File: src/rtl/bus_dec_pkg.sv
package bus_dec_pkg;

    parameter int ADDR_HI_W  = 8;
    parameter int PROG_BANKS = 2;

    localparam int                BANK_BIT = ADDR_HI_W - 1;
    localparam logic [ADDR_HI_W-1:0] IO_PAGE = {ADDR_HI_W{1'b1}};

    typedef enum logic [1:0] {
        PAGE_LOW  = 2'd0,
        PAGE_HIGH = 2'd1,
        PAGE_IO   = 2'd2
    } page_t;

    typedef struct packed {
        logic [PROG_BANKS-1:0] prog_n;
        logic                  ram0_n;
        logic                  ram1_n;
        logic                  inport_n;
        logic                  outclk_n;
    } sel_bus_t;

    function automatic page_t classify(input logic [ADDR_HI_W-1:0] a);
        if (a == IO_PAGE)
            return PAGE_IO;
        else if (a[BANK_BIT])
            return PAGE_HIGH;
        else
            return PAGE_LOW;
    endfunction

endpackage

File: src/rtl/page_classifier.sv
module page_classifier
    import bus_dec_pkg::*;
(
    input  logic [ADDR_HI_W-1:0] addr_hi,
    output page_t                page,
    output logic                 bank_hi
);
    always_comb begin
        page    = classify(addr_hi);
        bank_hi = addr_hi[BANK_BIT];
    end
endmodule

File: src/rtl/select_encoder.sv
module select_encoder
    import bus_dec_pkg::*;
(
    input  page_t    page,
    input  logic     bank_hi,
    input  logic     fetch_n,
    input  logic     rd_n,
    input  logic     wr_n,
    output sel_bus_t sel
);
    logic [PROG_BANKS-1:0] prog_n;

    for (genvar b = 0; b < PROG_BANKS; b++) begin : g_prog
        always_comb begin
            prog_n[b] = !(!fetch_n && (int'(bank_hi) == b));
        end
    end

    always_comb begin
        sel.prog_n   = prog_n;
        sel.ram0_n   = (page != PAGE_LOW);
        sel.ram1_n   = (page != PAGE_HIGH);
        sel.inport_n = !((page == PAGE_IO) && !rd_n);
        sel.outclk_n = !((page == PAGE_IO) && !wr_n);
    end
endmodule

File: src/rtl/port_latch.sv
module port_latch (
    input  logic clk,
    input  logic rst,
    input  logic latch_clk_n,
    input  logic data0,
    output logic q
);
    logic prev_n;
    logic held;

    always_ff @(posedge clk) begin
        if (rst) begin
            prev_n <= 1'b1;
            held   <= 1'b0;
            q      <= 1'b0;
        end else begin
            prev_n <= latch_clk_n;
            if (!latch_clk_n)
                held <= data0;
            if (!prev_n && latch_clk_n)
                q <= held;
        end
    end
endmodule

File: src/rtl/bus_select_decoder.sv
module bus_select_decoder
    import bus_dec_pkg::*;
(
    input  logic                 clk,
    input  logic                 rst,
    input  logic [ADDR_HI_W-1:0] addr_hi,
    input  logic                 fetch_n,
    input  logic                 rd_n,
    input  logic                 wr_n,
    input  logic                 data0,
    output logic                 prog0_sel_n,
    output logic                 prog1_sel_n,
    output logic                 ram0_sel_n,
    output logic                 ram1_sel_n,
    output logic                 inport_en_n,
    output logic                 outlatch_clk_n,
    output logic                 indicator
);
    page_t    page;
    logic     bank_hi;
    sel_bus_t sel;

    page_classifier u_class (
        .addr_hi (addr_hi),
        .page    (page),
        .bank_hi (bank_hi)
    );

    select_encoder u_enc (
        .page    (page),
        .bank_hi (bank_hi),
        .fetch_n (fetch_n),
        .rd_n    (rd_n),
        .wr_n    (wr_n),
        .sel     (sel)
    );

    port_latch u_latch (
        .clk         (clk),
        .rst         (rst),
        .latch_clk_n (sel.outclk_n),
        .data0       (data0),
        .q           (indicator)
    );

    always_comb begin
        prog0_sel_n    = sel.prog_n[0];
        prog1_sel_n    = sel.prog_n[1];
        ram0_sel_n     = sel.ram0_n;
        ram1_sel_n     = sel.ram1_n;
        inport_en_n    = sel.inport_n;
        outlatch_clk_n = sel.outclk_n;
    end
endmodule

File: config.mk
export PLATFORM = sky130hd
export DESIGN_NAME = bus_select_decoder
export DESIGN_NICKNAME = d
export VERILOG_FILES = /design/src/rtl/bus_dec_pkg.sv /design/src/rtl/page_classifier.sv /design/src/rtl/select_encoder.sv /design/src/rtl/port_latch.sv /design/src/rtl/bus_select_decoder.sv
export SDC_FILE = /design/constraint.sdc
export NUM_CORES = 1
export LEC_CHECK = 0
export BUFFER_PORTS_ARGS = -buffer_cell sky130_fd_sc_hd__buf_2
export CAP_MARGIN = 20
export CORE_AREA = 2 2 39 41
export DETAILED_ROUTE_END_ITERATION = 8
export DIE_AREA = 0 0 41 43
export MAX_ROUTING_LAYER = met4
export PLACE_DENSITY_LB_ADDON = 0.1
export SLEW_MARGIN = 25
export SYNTH_ARGS = -nofsm -noshare
export SYNTH_HDL_FRONTEND = slang
export SYNTH_SLANG_ARGS = --single-unit
File: constraint.sdc
create_clock -name clk -period 1.2 [get_ports clk]
set_clock_uncertainty 0.05 [all_clocks]
set_input_delay 0.24 -clock clk [delete_from_list [all_inputs] [get_ports clk]]
set_output_delay 0.24 -clock clk [all_outputs]
set_load 0.02 [all_outputs]
==> results.json <==
{
  "status": "complete, but fails checks",
  "violations": "setup timing",
  "syn-num-nets": 34,
  "yosysSeqAreaShare": 0.318,
  "end_kind": "output pin",
  "hold_buffers": 0,
  "leakagePower_nw": 0.195,
  "crit_chain": "buf_2 > nand4_4 > or3_4 > buf_6",
  "drtIter0Drc": 4,
  "boundaryPins": 21,
  "irDropWorstVdd_mv": 0.331,
  "rsz0062_at_grt": "true",
  "grt_start_max_net_pins": 5,
  "crit_fanout": 4,
  "worstSkewPairLatency_ns": 0.23,
  "detail-route-antenna-nets": 0,
  "clkPwrFrac": 0.498,
  "synth_area_sq_um": 189,
  "slowest_delay_ns": 0.34,
  "cts_buffers": 3,
  "fin_cells": 64,
  "gp_congestion": 0.580,
  "port_buffers": 20,
  "total_power_w": 0.000347,
  "start_util": 0.137,
  "drive_gt1_frac": 0.708,
  "htreeDepth": 1,
  "cts-root-buf": "clkbuf_4",
  "placed_cells": 59,
  "syn_inst": 20,
  "drv_slew": 0,
  "die_width_um": 41,
  "cp-start-kind": "primary input",
  "setup_ws_ns": -0.0316,
  "clock_path_buffers": 2,
  "coreArea_sq_mm": 0.00138,
  "dp_slack_ns": -0.0828,
  "row_count": 14,
  "avgSynthCellArea_sq_um": 9.45,
  "crit_slowest_cell": "or3_4",
  "post-route-min-period_ns": 1.23,
  "num_vias": 242,
  "clock.fmax_ghz": 0.812,
  "nets": 63,
  "pwr-share-comb": 0.213,
  "slew_headroom": 0.855,
  "cp_top_family": "simple AND/OR/NAND/NOR gates",
  "place_area_sq_um": 335,
  "drcViolationCount": 0,
  "diodes": 0,
  "setup_violations": 1,
  "area_growth_pct": 124,
  "synth_warnings": 0,
  "track_usage": 0.0906,
  "finish.instance_area_sq_um": 423,
  "synth_seq_cells": 3,
  "switching_share": 0.235,
  "overflow": 0,
  "p_seq_frac": 0.289,
  "wl_per_cell_um": 9.25,
  "holdWs_ns": 0.189,
  "drt_pass1_iterations": 2,
  "dieHeight_um": 43,
  "viasPerCell": 3.78,
  "antenna_found_initial": 0,
  "finalHoldViolCount": 0,
  "worst_pin_slew_ns": 0.216,
  "p_switching_w": 0.0000816,
  "powerDensity_mw_per_mm2": 821,
  "hold_path_class": "primary input to flop",
  "intPower_w": 0.000266,
  "path_buf_inv": 2,
  "cts_tree": "built",
  "grt_first_pass_wirelength_um": 952,
  "synth.distinct_cells": 12,
  "critPathArrivalTime_ns": 0.94,
  "clock-sinks": 3,
  "crit_type": "primary input to output pin",
  "timing.critical_path.required_ns": 0.91,
  "max-cap-violations": 0,
  "fin_crit_sh": 1.03,
  "die_area_sq_mm": 0.00176,
  "first_global_vias": 237,
  "clk_pin_slew_ns": 0.03,
  "routed_wl_um": 592
}
-- flip-flops by register name (all words and copies together) (netlist names) --
register        cells
u_latch.prev_n      1
u_latch.held        1
u_latch.q           1
-- per-stage QoR --
step / utilization / setup TNS, ns
after floorplan: - / 0
after global placement: 0.242 / -0.0643
after detailed placement: 0.242 / -0.0892
after CTS: 0.291 / -0.0548
after global routing: 0.306 / -0.0678
final: 0.306 / -0.0316
-- power groups by stage --
stage / combinational (W) / clock [W] / sequential (W)
CTS: 0.0000699 / 0.000186 / 0.000100
global route: 0.0000795 / 0.000198 / 0.000100
finish: 0.0000738 / 0.000173 / 0.000100
global placement: 0.0000578 / 0 / 0.000102
floorplan: 0.0000207 / 0 / 0.000102
detailed placement: 0.0000590 / 0 / 0.000102
-- logic make-up (layout without fill, tap and decap cells) --
| group | Yosys count | after routing | synth area share |
|---|---|---|---|
| AOI/OAI and AO/OA | 2 | 2 | 0.0927 |
| buffers and inverters | 3 | 31 | 0.0596 |
| DFF | 3 | 3 | 0.318 |
| and+or+nand+nor | 10 | 10 | 0.424 |
| muxes | 2 | 2 | 0.106 |
-- layout make-up --
type	instances	area, sq um
clock buffers	4	26.3
inverters	2	7.51
repair buffers	25	169
flip-flops and latches	3	60.1
fillers	154	961
multi-input cells	14	140
well taps	16	20.0
-- placed cells by master (no fill, tap or decap), drive strengths merged --
| cell | n |
|---|---|
| or2b | 1 |
| mux2i | 2 |
| or2 | 1 |
| or3 | 1 |
| nand4 | 2 |
| nand2b | 4 |
| o31ai | 1 |
| dfxtp | 3 |
| buf | 25 |
| nor3 | 1 |
| inv | 2 |
| o21ai | 1 |
| clkbuf | 4 |
-- routing by layer --
layer  vias up  GRT usage  wire [um]
li1        125          -          -
met1       108     0.0677        187
met2         9      0.141        345
met3         0     0.0524         59
met4         0     0.0800          0
met5         -          -          0
-- repair_timing --
action | 4_1_cts | 5_1_grt
setup endpoints to repair | 1 | 2
pin swaps | 2 | 2
buffers inserted | 1 | 0
resized for setup | 6 | 3
-- cells in the mapped netlist --
library cell  n  area, sq um
nor3_2        1         10.0
o31ai_2       1         12.5
nand4_2       2         25.0
clkbuf_1      1         3.75
nand2b_1      4         25.0
mux2i_1       2         20.0
o21ai_0       1         5.00
or2_2         1         6.26
dfxtp_1       3         60.1
inv_1         2         7.51
or3_1         1         6.26
or2b_1        1         7.51
-- final timing paths --
check / start / end / slack (ns) / cells past startpoint
hold reg to reg: u_latch.q$_SDFFE_PP0P_ / u_latch.q$_SDFFE_PP0P_ / 0.42 / 2
setup reg to reg: u_latch.prev_n$_SDFF_PP1_ / u_latch.q$_SDFFE_PP0P_ / 0.48 / 3
hold / removal: rst / u_latch.prev_n$_SDFF_PP1_ / 0.19 / 2
setup / recovery: addr_hi[3] / inport_en_n / -0.03 / 4
No activity file was read; power rests on OpenSTA's default activity.
